==> config.mk <==
export PLATFORM = sky130hd
export DESIGN_NAME = cap_addr_xlate
export DESIGN_NICKNAME = d
export VERILOG_FILES = /design/src/rtl/cax_pkg.sv /design/src/rtl/cax_rst_sync.sv /design/src/rtl/cax_gate_check.sv /design/src/rtl/cax_bounds_check.sv /design/src/rtl/cap_addr_xlate.sv
export SDC_FILE = /design/constraint.sdc
export NUM_CORES = 1
export LEC_CHECK = 0
export ABC_AREA = 1
export BUFFER_PORTS_ARGS = -buffer_cell sky130_fd_sc_hd__buf_2
export CAP_MARGIN = 40
export CORE_UTILIZATION = 59
export CTS_CLUSTER_DIAMETER = 40
export DETAILED_ROUTE_END_ITERATION = 6
export MAX_ROUTING_LAYER = met4
export PLACE_DENSITY = 0.83
export REMOVE_ABC_BUFFERS = 1
export SYNTH_ARGS = -nofsm -noshare
export SYNTH_HDL_FRONTEND = slang
export SYNTH_SLANG_ARGS = --single-unit
==> constraint.sdc <==
create_clock -name clk -period 2.8 [get_ports clk]
set_clock_uncertainty 0.1 [all_clocks]
set_input_delay 0.14 -clock clk [delete_from_list [all_inputs] [get_ports clk]]
set_output_delay 0.14 -clock clk [all_outputs]
set_load 0.01 [all_outputs]
==> src/rtl/cax_pkg.sv <==
package cax_pkg;

  typedef enum logic [1:0] {
    ACC_FETCH     = 2'b00,
    ACC_LOAD      = 2'b01,
    ACC_STORE     = 2'b10,
    ACC_STORE_ALT = 2'b11
  } acc_kind_e;

  typedef enum logic [2:0] {
    CAUSE_NONE   = 3'd0,
    CAUSE_TAG    = 3'd1,
    CAUSE_SEAL   = 3'd2,
    CAUSE_EXEC   = 3'd3,
    CAUSE_LOAD   = 3'd4,
    CAUSE_STORE  = 3'd5,
    CAUSE_LENGTH = 3'd6
  } cause_e;

  localparam int unsigned SIZE_W = 4;

  // Width code n selects 2^n bytes.
  function automatic logic [SIZE_W-1:0] width_bytes(input logic [1:0] code);
    return SIZE_W'(1) << code;
  endfunction

endpackage

==> src/rtl/cax_rst_sync.sv <==
module cax_rst_sync #(
  parameter int unsigned STAGES = 2
) (
  input  logic clk,
  input  logic rst_n,
  output logic rst_sync_n
);

  logic [STAGES-1:0] sync_q;
  logic [STAGES-1:0] sync_d;

  always_comb begin
    sync_d = {sync_q[STAGES-2:0], 1'b1};
  end

  always_ff @(posedge clk or negedge rst_n) begin
    if (!rst_n) begin
      sync_q <= '0;
    end else begin
      sync_q <= sync_d;
    end
  end

  assign rst_sync_n = sync_q[STAGES-1];

endmodule

==> src/rtl/cax_gate_check.sv <==
// Tag, seal and per-kind permission screening, in priority order.
module cax_gate_check
  import cax_pkg::*;
(
  input  logic       cap_tag,
  input  logic       cap_sealed,
  input  logic       cap_perm_exec,
  input  logic       cap_perm_load,
  input  logic       cap_perm_store,
  input  logic [1:0] req_kind,
  output logic [2:0] gate_cause
);

  logic       perm_ok;
  logic [2:0] perm_cause;

  always_comb begin
    case (req_kind)
      ACC_FETCH: begin
        perm_ok    = cap_perm_exec;
        perm_cause = CAUSE_EXEC;
      end
      ACC_LOAD: begin
        perm_ok    = cap_perm_load;
        perm_cause = CAUSE_LOAD;
      end
      default: begin
        perm_ok    = cap_perm_store;
        perm_cause = CAUSE_STORE;
      end
    endcase
  end

  always_comb begin
    if (!cap_tag) begin
      gate_cause = CAUSE_TAG;
    end else if (cap_sealed) begin
      gate_cause = CAUSE_SEAL;
    end else if (!perm_ok) begin
      gate_cause = perm_cause;
    end else begin
      gate_cause = CAUSE_NONE;
    end
  end

endmodule

==> src/rtl/cax_bounds_check.sv <==
// Offset addition and two-ended bounds test on unwrapped sums.
module cax_bounds_check
  import cax_pkg::*;
#(
  parameter int unsigned AW = 64
) (
  input  logic [AW-1:0]     req_addr,
  input  logic [1:0]        req_width,
  input  logic [AW-1:0]     cap_base,
  input  logic [AW-1:0]     cap_length,
  input  logic [AW-1:0]     cap_cursor,
  output logic [AW-1:0]     virt_addr,
  output logic              bound_fault
);

  // Two guard bits: the offset sum can reach 2^(AW+1)-2 before the size is added.
  localparam int unsigned SW = AW + 2;

  logic [SW-1:0]     v_full;
  logic [SW-1:0]     v_end;
  logic [SW-1:0]     v_limit;
  logic [SW-1:0]     v_floor;
  logic [SW-1:0]     v_space;
  logic [SIZE_W-1:0] acc_size;
  logic              over_limit;
  logic              under_base;
  logic              over_space;

  always_comb begin
    acc_size   = width_bytes(req_width);
    v_full     = {2'b00, cap_cursor} + {2'b00, req_addr};
    v_end      = v_full + SW'(acc_size);
    v_floor    = {2'b00, cap_base};
    v_limit    = v_floor + {2'b00, cap_length};
    v_space    = SW'(1) << AW;
    over_limit = v_end > v_limit;
    under_base = v_full < v_floor;
    over_space = v_end > v_space;
    bound_fault = over_limit | under_base | over_space;
    virt_addr  = v_full[AW-1:0];
  end

endmodule

==> src/rtl/cap_addr_xlate.sv <==
module cap_addr_xlate
  import cax_pkg::*;
#(
  parameter int unsigned AW          = 64,
  parameter int unsigned CAPIDX_W    = 5,
  parameter int unsigned DEF_CAP_IDX = 0
) (
  input  logic                clk,
  input  logic                rst_n,
  input  logic                req_valid,
  input  logic [AW-1:0]       req_addr,
  input  logic [1:0]          req_kind,
  input  logic [1:0]          req_width,
  input  logic                cap_tag,
  input  logic                cap_sealed,
  input  logic                cap_perm_exec,
  input  logic                cap_perm_load,
  input  logic                cap_perm_store,
  input  logic [AW-1:0]       cap_base,
  input  logic [AW-1:0]       cap_length,
  input  logic [AW-1:0]       cap_cursor,
  output logic                rsp_valid,
  output logic [AW-1:0]       rsp_vaddr,
  output logic                rsp_exc,
  output logic [2:0]          rsp_cause,
  output logic [CAPIDX_W-1:0] rsp_capidx
);

  localparam logic [CAPIDX_W-1:0] CAP_IDX = CAPIDX_W'(DEF_CAP_IDX);

  logic                rst_q_n;
  logic [2:0]          gate_cause;
  logic [AW-1:0]       virt_addr;
  logic                bound_fault;

  logic [2:0]          cause_d;
  logic                exc_d;
  logic [AW-1:0]       vaddr_d;
  logic [CAPIDX_W-1:0] capidx_d;
  logic                data_en;

  logic                valid_q;
  logic [AW-1:0]       vaddr_q;
  logic                exc_q;
  logic [2:0]          cause_q;
  logic [CAPIDX_W-1:0] capidx_q;

  cax_rst_sync #(.STAGES(2)) u_rst_sync (
    .clk        (clk),
    .rst_n      (rst_n),
    .rst_sync_n (rst_q_n)
  );

  cax_gate_check u_gate (
    .cap_tag        (cap_tag),
    .cap_sealed     (cap_sealed),
    .cap_perm_exec  (cap_perm_exec),
    .cap_perm_load  (cap_perm_load),
    .cap_perm_store (cap_perm_store),
    .req_kind       (req_kind),
    .gate_cause     (gate_cause)
  );

  cax_bounds_check #(.AW(AW)) u_bounds (
    .req_addr    (req_addr),
    .req_width   (req_width),
    .cap_base    (cap_base),
    .cap_length  (cap_length),
    .cap_cursor  (cap_cursor),
    .virt_addr   (virt_addr),
    .bound_fault (bound_fault)
  );

  // Next state: gate causes outrank the bounds fault.
  always_comb begin
    data_en = req_valid;
    if (gate_cause != CAUSE_NONE) begin
      cause_d = gate_cause;
    end else if (bound_fault) begin
      cause_d = CAUSE_LENGTH;
    end else begin
      cause_d = CAUSE_NONE;
    end
    exc_d    = (cause_d != CAUSE_NONE);
    vaddr_d  = exc_d ? '0 : virt_addr;
    capidx_d = exc_d ? CAP_IDX : '0;
  end

  always_ff @(posedge clk or negedge rst_q_n) begin
    if (!rst_q_n) begin
      valid_q  <= 1'b0;
      vaddr_q  <= '0;
      exc_q    <= 1'b0;
      cause_q  <= CAUSE_NONE;
      capidx_q <= '0;
    end else begin
      valid_q <= req_valid;
      if (data_en) begin
        vaddr_q  <= vaddr_d;
        exc_q    <= exc_d;
        cause_q  <= cause_d;
        capidx_q <= capidx_d;
      end
    end
  end

  assign rsp_valid  = valid_q;
  assign rsp_vaddr  = vaddr_q;
  assign rsp_exc    = exc_q;
  assign rsp_cause  = cause_q;
  assign rsp_capidx = capidx_q;

endmodule

==> flow_summary.json, run 1 <==
{
  "grt.overflow.total": 637,
  "gp_congestion": 1.15,
  "synthArstFlopShare_pct": 100,
  "ys_seq_area_share_pct": 9.18,
  "grt_max_degree": 69,
  "syn_area_per_cell_sq_um": 5.51,
  "io_pins": 342,
  "die-width_microns": 183,
  "netlist_instances": 3508,
  "synth-edff-count": 0,
  "rows": 65,
  "root_buffer": "clkbuf_16",
  "die_h_microns": 183,
  "grt_pass1_wl_microns": 213000,
  "clockBufferDepth": 2,
  "synth_warnings": 0,
  "cts_inserted_buffers": 9,
  "cts_sinks": 71,
  "synth_seq_cells": 71,
  "error": "[ERROR GRT-0116] Global routing finished with congestion. Check the congestion regions in the DRC Viewer.",
  "outcome": "aborted with a tool error",
  "port_buffers": 336,
  "synth_ff_type": "dfrtp_1",
  "cts_max_level": 3,
  "track_usage_pct": 82.4,
  "start_util_pct": 60.7,
  "syn_area_sq_um": 19300,
  "hpwl_microns": 71600,
  "postPlaceCellArea_sq_um": 27400,
  "grt_pass1_vias": 36500,
  "stop_stage": "global routing (5_1_grt)",
  "yosysUniqueCellTypes": 53
}
==> through the flow <==
step	cells	setup slack (ns)	hold slack, ns	setup TNS [ns]	util (%)
2_1_floorplan	3493	-2.54	-0.256	-162.30	-
3_3_place_gp	5046	-2.48	-0.170	-162.53	86.0
3_5_place_dp	5046	-2.97	-0.167	-190.40	86.0
4_1_cts	5099	-2.16	0.0341	-138.22	89.8
==> logic make-up after synthesis <==
family / count (synthesis) / share of synthesized area [%]
flip-flops: 71 / 9.18
AND/OR/NAND/NOR: 2005 / 44.4
adder cells (fa/ha/maj): 263 / 17.1
buffers and inverters: 669 / 13.3
AO/OA/AOI/OAI: 421 / 12.5
other: 2 / 0.0388
XOR/XNOR: 77 / 3.49
==> per-layer routing <==
layer | GRT overflow | global-route usage [%]
met1 | 15 | 78.2
met2 | 454 | 99.1
met3 | 19 | 67.1
met4 | 149 | 82.9
met5 | - | -
==> synth_stat cells (7+ instances only) <==
cell / instances / area (sq um)
inv_2: 23 / 86.3
a31oi_1: 28 / 175
nor2_1: 302 / 1130
nor2_2: 36 / 225
nand3_2: 17 / 170
clkinv_1: 7 / 26.3
o21ai_0: 90 / 450
a21boi_0: 8 / 60.1
xor2_1: 39 / 342
nand2_1: 1233 / 4630
nor3_1: 28 / 140
a21oi_1: 213 / 1070
o21ai_2: 30 / 263
o21bai_1: 9 / 67.6
nor2_4: 11 / 124
a211oi_1: 9 / 67.6
nand4_1: 70 / 438
inv_1: 620 / 2330
ha_1: 260 / 3250
nor4_1: 12 / 75.1
dfrtp_1: 71 / 1780
nand2_2: 56 / 350
nand3_1: 215 / 1080
o21a_1: 15 / 113
xnor2_1: 38 / 333
==> timing repair <==
item	in CTS
pin swaps	65
setup endpoints to repair	67
resized for setup	157
endpoints found under the hold margin	3
buffers inserted	33
gates cloned	2
hold buffers	3
==> inputs of run 2 (changes only) <==
--- a/config.mk
+++ b/config.mk
@@ -8,11 +8,9 @@
 export ABC_AREA = 1
 export BUFFER_PORTS_ARGS = -buffer_cell sky130_fd_sc_hd__buf_2
 export CAP_MARGIN = 40
-export CORE_UTILIZATION = 59
-export CTS_CLUSTER_DIAMETER = 40
+export CORE_UTILIZATION = 40
 export DETAILED_ROUTE_END_ITERATION = 6
-export MAX_ROUTING_LAYER = met4
-export PLACE_DENSITY = 0.83
+export PLACE_DENSITY_LB_ADDON = 0.15
 export REMOVE_ABC_BUFFERS = 1
 export SYNTH_ARGS = -nofsm -noshare
 export SYNTH_HDL_FRONTEND = slang
==> run 2 against run 1 <==
Net effect:
- the flow now finishes, with violations (negative setup slack)
- synthesized cell count did not move
- area after synthesis did not move
==> flow_summary.json, run 2 <==
{
  "outcome": "finished, violations left",
  "violations": "negative setup slack",
  "clock.fmax_ghz": 0.199,
  "start_util_pct": 40.5,
  "antenna_found_initial": 0,
  "end_kind": "flip-flop",
  "die_area_sq_um": 49200,
  "largest_register_ffs": 64,
  "cts_inserted_buffers": 9,
  "path_max_fanout": 8,
  "clkTransAtPathRegs_ns": 0.08,
  "synthTopCellsByCount": "nand2_1, inv_1, nor2_1",
  "drcViolationCount": 0,
  "clockBufferDepth": 2,
  "io_pins": 342,
  "die_h_microns": 222,
  "diodes": 0,
  "syn_area_per_cell_sq_um": 5.51,
  "core_area_sq_um": 47700,
  "first_pass_iters": 6,
  "critical_path.slowest_cell": "fa_2",
  "synth_ff_type": "dfrtp_1",
  "ys_seq_area_share_pct": 9.18,
  "finalHoldViolations": 0,
  "nets": 5275,
  "drt_iter0_drc": 2122,
  "yosysTopAreaCell": "nand2_1",
  "max_cap_viol_count": 0,
  "drive_gt1_share_pct": 34.8,
  "port_buffers": 336,
  "yosysUniqueCellTypes": 53,
  "powerDensity_nw_per_um2": 346,
  "grt_max_degree": 69,
  "synth_most_common_cell": "nand2_1",
  "synth_warnings": 0,
  "cp_slowest_stage_delay_ns": 0.38,
  "hold_class": "in -> reg",
  "cts_tree": "built",
  "hpwl_microns": 70800,
  "grt.overflow.total": 0,
  "syn_area_sq_um": 19300,
  "area_growth_syn_to_layout_pct": 55.7,
  "ys_top_cells_by_area": "nand2_1, ha_1, inv_1",
  "vias_per_cell": 4.91,
  "layout_commonest_cell": "nand2_1",
  "die-width_microns": 222,
  "vias": 26300,
  "synthArstFlopShare_pct": 100,
  "finalSetupViolCount": 67,
  "irDropWorstVdd_mv": 0.258,
  "synth_seq_cells": 71,
  "worst_slack_ns": -2.23,
  "tns_ns": -145.78,
  "totalWireLength_microns": 83500,
  "cp.required_ns": 3.00,
  "rows": 80,
  "root_buffer": "clkbuf_16",
  "fin_crit_sh_pct": 180,
  "synth-edff-count": 0,
  "gp_congestion": 1.01,
  "cp_common_cell": "nand2_1",
  "slew_viol_final": 0,
  "cp.arrival_ns": 5.23,
  "worst_setup_path_start_kind": "input port",
  "netlist_instances": 3508,
  "wl_per_cell_microns": 15.6,
  "dp_slack_ns": -2.71,
  "ant_nets": 0,
  "min_period_ns": 5.03,
  "clk-insertion-delay-late_ns": 0.38,
  "crit_type": "in -> reg",
  "cts_max_level": 3,
  "rsz0062_at_grt": "true",
  "p_leak_nw": 17.7,
  "grt_pass1_wl_microns": 128000,
  "tightest_slew_ns": 0.836,
  "track_usage_pct": 32.9,
  "max_slew_margin_pct": 44.3,
  "grt_pass1_vias": 24900,
  "final_util_pct": 63.1,
  "cts_sinks": 71,
  "synth_top_area_share_pct": 23.9,
  "whs_ns": 0.0389,
  "final_cell_mix": "nand2_1, buf_4, inv_1"
}
-- run 2: cell counts after synthesis --
Identical to the previous run, type by type.
-- run 2: cells by family (layout without fill, tap and decap cells) --
| group | after synthesis | count (layout) | synth area share, % |
|---|---|---|---|
| flops | 71 | 71 | 9.18 |
| buf+inv | 669 | 1906 | 13.3 |
| other cells | 2 | 6 | 0.0388 |
| simple gates | 2005 | 2005 | 44.4 |
| compound gates | 421 | 421 | 12.5 |
| fa+ha+maj | 263 | 263 | 17.1 |
| xor+xnor | 77 | 77 | 3.49 |
-- run 2: final cells by class --
class	instances	area [sq um]
well taps	615	769
inverters	650	2440
clock buffers	10	239
fillers	4720	17600
clock inverters	6	75.1
repair buffers	1240	8680
flip-flops and latches	71	1780
multi-input cells	2772	16100
-- run 2: path summary, 6_finish.rpt --
path / to / start / slack (ns) / cells past startpoint
worst max-delay path: rsp_vaddr[15] / req_addr[0] / -2.23 / 43
worst min-delay path: rsp_cause[2] / cap_sealed / 0.04 / 4
worst max register to register: rsp_vaddr[46] / u_rst_sync.sync_q[1] / 1.75 / 1
worst min register to register: rsp_cause[2] / u_rst_sync.sync_q[1] / 0.22 / 0
max in group asynchronous: rsp_vaddr[46] / u_rst_sync.sync_q[1] / 1.75 / 1
min in group asynchronous: rsp_cause[2] / u_rst_sync.sync_q[1] / 0.22 / 0
-- run 2: per-stage QoR --
step	instances	cell area [sq um]	power, W
3_5_place_dp	5272	28000	0.00826
4_1_cts	5344	29200	0.00992
6_report	5364	30100	0.0104
5_1_grt	5364	30100	0.0112
3_3_place_gp	5271	27900	0.00820
2_1_floorplan	3493	19200	0.00479
-- run 2: metal layers --
| layer | vias to the layer above | track usage, % | share of wire, % |
|---|---|---|---|
| li1 | 13600 | - | - |
| met1 | 11700 | 41.5 | 43 |
| met4 | 0 | 9.74 | 3.7 |
| met5 | - | 0 | 0 |
| met3 | 172 | 3.50 | 6.1 |
| met2 | 875 | 58.4 | 47 |
-- run 2: timing repair --
action,CTS,global route
setup buffers,51,23
endpoints found under the setup margin,67,67
hold buffers,3,0
gates cloned,3,1
endpoints found under the hold margin,3,0
resized for setup,128,202
pin swaps,74,77
-- run 2: power breakdown --
group	switching, W	internal (W)	leakage (nW)
sequential	0.0000635	0.00109	0.965
combinational	0.00437	0.00359	16.5
clock	0.000597	0.000732	0.152
total	0.00503	0.00541	17.7
-- run 2: critical path, delay by kind of cell --
kind / cells / cell delay (ns)
and+or+nand+nor: 28 / 2.57
xor gates and xnor gates: 2 / 0.34
AOI/OAI and AO/OA: 3 / 0.37
adders and majority gates: 4 / 1.06
buffers and inverters: 6 / 0.74
(Power assumes the default switching activity.)
==> inputs of run 3 (changes only) <==
==> constraint.sdc (replaced) <==
create_clock -name clk -period 6 [get_ports clk]
set_clock_uncertainty 0.1 [all_clocks]
set_input_delay 0.3 -clock clk [delete_from_list [all_inputs] [get_ports clk]]
set_output_delay 0.3 -clock clk [all_outputs]
set_load 0.01 [all_outputs]
==> run 3 against run 2 <==
Net effect:
- the run ends with design-rule violations left
- flip-flop and latch count did not move
- clock-buffer cell count shrank 1
- sequential share of layout area increased by 2.1 points
- sequential power is 54% lower
- register-to-register slack better by 2.9 ns
- total power decreased by 65%
- largest cell class unchanged
- highest routed layer is now met5
==> flow_summary.json, run 3 (synthesized netlist as in run 2, its figures left out) <==
{
  "rsz0062_at_grt": "false",
  "tns_ns": 0,
  "final_cell_mix": "nand2_1, inv_1, buf_2",
  "clock.fmax_ghz": 0.186,
  "area_growth_syn_to_layout_pct": 15.1,
  "hpwl_microns": 66300,
  "min_period_ns": 5.38,
  "die_h_microns": 222,
  "drive_gt1_share_pct": 15.0,
  "highest_layer": "met5",
  "ant_nets": 0,
  "vias": 22800,
  "first_pass_iters": 7,
  "max_cap_viol_count": 0,
  "irDropWorstVdd_mv": 0.119,
  "slew_viol_final": 0,
  "end_kind": "flip-flop",
  "m1WireLength_microns": 32700,
  "die-width_microns": 222,
  "cts_tree": "built",
  "finalHoldViolations": 0,
  "drt_iter0_drc": 1930,
  "path_max_fanout": 24,
  "nets": 4403,
  "regArea_sq_um": 1780,
  "cts_max_level": 3,
  "rows": 80,
  "core_area_sq_um": 47700,
  "diodes": 0,
  "die_area_sq_um": 49200,
  "drcViolationCount": 10,
  "cts_inserted_buffers": 9,
  "grt_pass1_wl_microns": 115000,
  "outcome": "finished, violations left",
  "cp_slowest_stage_delay_ns": 0.47,
  "layout_commonest_cell": "nand2_1",
  "hold_class": "reg -> async",
  "post_cts_buffers": 0,
  "dr_wl_met2_microns": 34900,
  "route.met3.wl_microns": 5030,
  "worst_setup_path_start_kind": "input port",
  "finalSetupViolCount": 0,
  "fin_crit_sh_pct": 89.7,
  "fin_area_sq_um": 22300,
  "io_pins": 342,
  "powerDensity_nw_per_um2": 164,
  "max_slew_margin_pct": 41.3,
  "clockBufferDepth": 2,
  "cp.required_ns": 6.13,
  "largest_register_ffs": 64,
  "totalWireLength_microns": 74500,
  "critical_path.slowest_cell": "fa_1",
  "fill_cells": 5386,
  "start_util_pct": 40.5,
  "cp.arrival_ns": 5.52,
  "grt.overflow.total": 0,
  "p_leak_nw": 13.2,
  "tightest_slew_ns": 0.880,
  "clk-insertion-delay-late_ns": 0.37,
  "violations": "design-rule violations",
  "grt_max_degree": 69,
  "postPlaceCellArea_sq_um": 21900,
  "multiInputGateArea_sq_um": 15000,
  "cts_sinks": 71,
  "port_buffers": 336,
  "clkTransAtPathRegs_ns": 0.08,
  "antenna_found_initial": 1,
  "track_usage_pct": 29.9,
  "gp_congestion": 0.983,
  "crit_type": "in -> reg",
  "root_buffer": "clkbuf_16",
  "vias_per_cell": 5.07,
  "cp_common_cell": "nand2_1",
  "wl_per_cell_microns": 16.6,
  "grt_pass1_vias": 21200
}
run 3: changes by cell type in the layout (fill, tap and decap cells not counted), sizes merged:
cell	previous run	this run
dlygate4sd3	3	1
clkbuf	11	9
clkinvlp	1	3
buf	1236	367
inv	649	647
clkinv	5	7
bufinv	1	0
run 3: worst max-delay path, delay by kind of cell:
family | cells | cell delay, ns
AO/OA/AOI/OAI | 4 | 0.66
AND/OR/NAND/NOR | 25 | 2.43
adder cells (fa/ha/maj) | 4 | 1.44
buffers and inverters | 5 | 0.63
run 3: routing by layer:
layer / vias to the layer above / track usage (%)
met3: 103 / 4.00
met4: 2 / 7.55
li1: 11900 / -
met1: 10000 / 38.4
met2: 768 / 52.2
met5: - / 0
run 3: metrics by stage:
step	hold WS (ns)	worst slack (ns)	utilization, %	cells	total power, W
2_1_floorplan	-0.0956	0.503	-	3493	0.00224
4_1_cts	0.0498	0.488	46.6	4492	0.00366
3_3_place_gp	-0.0127	0.212	46.0	4475	0.00307
6_report	0.0554	0.618	46.6	4492	0.00366
3_5_place_dp	-0.0127	0.122	46.0	4475	0.00307
5_1_grt	0.0542	0.0331	46.6	4492	0.00400
run 3: what timing repair did:
action | CTS | global route
hold buffers | 1 | 0
resized for setup | 0 | 6
hold endpoints to repair | 2 | 0
setup endpoints to repair | 0 | 62
run 3: power by group:
| group | switching (W) | internal (W) |
|---|---|---|
| Combinational | 0.00170 | 0.000859 |
| Sequential | 0.0000252 | 0.000509 |
| Clock | 0.000281 | 0.000288 |
| Total | 0.00200 | 0.00166 |
run 3: final cells by class:
| class | count | share of cell area (%) |
|---|---|---|
| clock inverter | 7 | 0.292 |
| sequential | 71 | 8.00 |
| inverter | 650 | 11.0 |
| clock buffer | 9 | 1.01 |
| tap | 615 | 3.46 |
| multi-input combinational | 2772 | 67.5 |
| timing repair buffer | 368 | 8.76 |
run 3: final timing paths:
kind	startpoint	endpoint	cells past startpoint	slack [ns]
hold / removal	u_rst_sync.sync_q[1]	rsp_vaddr[9]	0	0.06
setup / recovery	req_addr[0]	rsp_vaddr[63]	38	0.62
hold reg to reg	u_rst_sync.sync_q[1]	rsp_vaddr[9]	0	0.06
max in group asynchronous	u_rst_sync.sync_q[1]	rsp_vaddr[56]	1	4.61
min in group clk	req_valid	rsp_valid	1	0.06
setup reg to reg	u_rst_sync.sync_q[1]	rsp_vaddr[56]	1	4.61
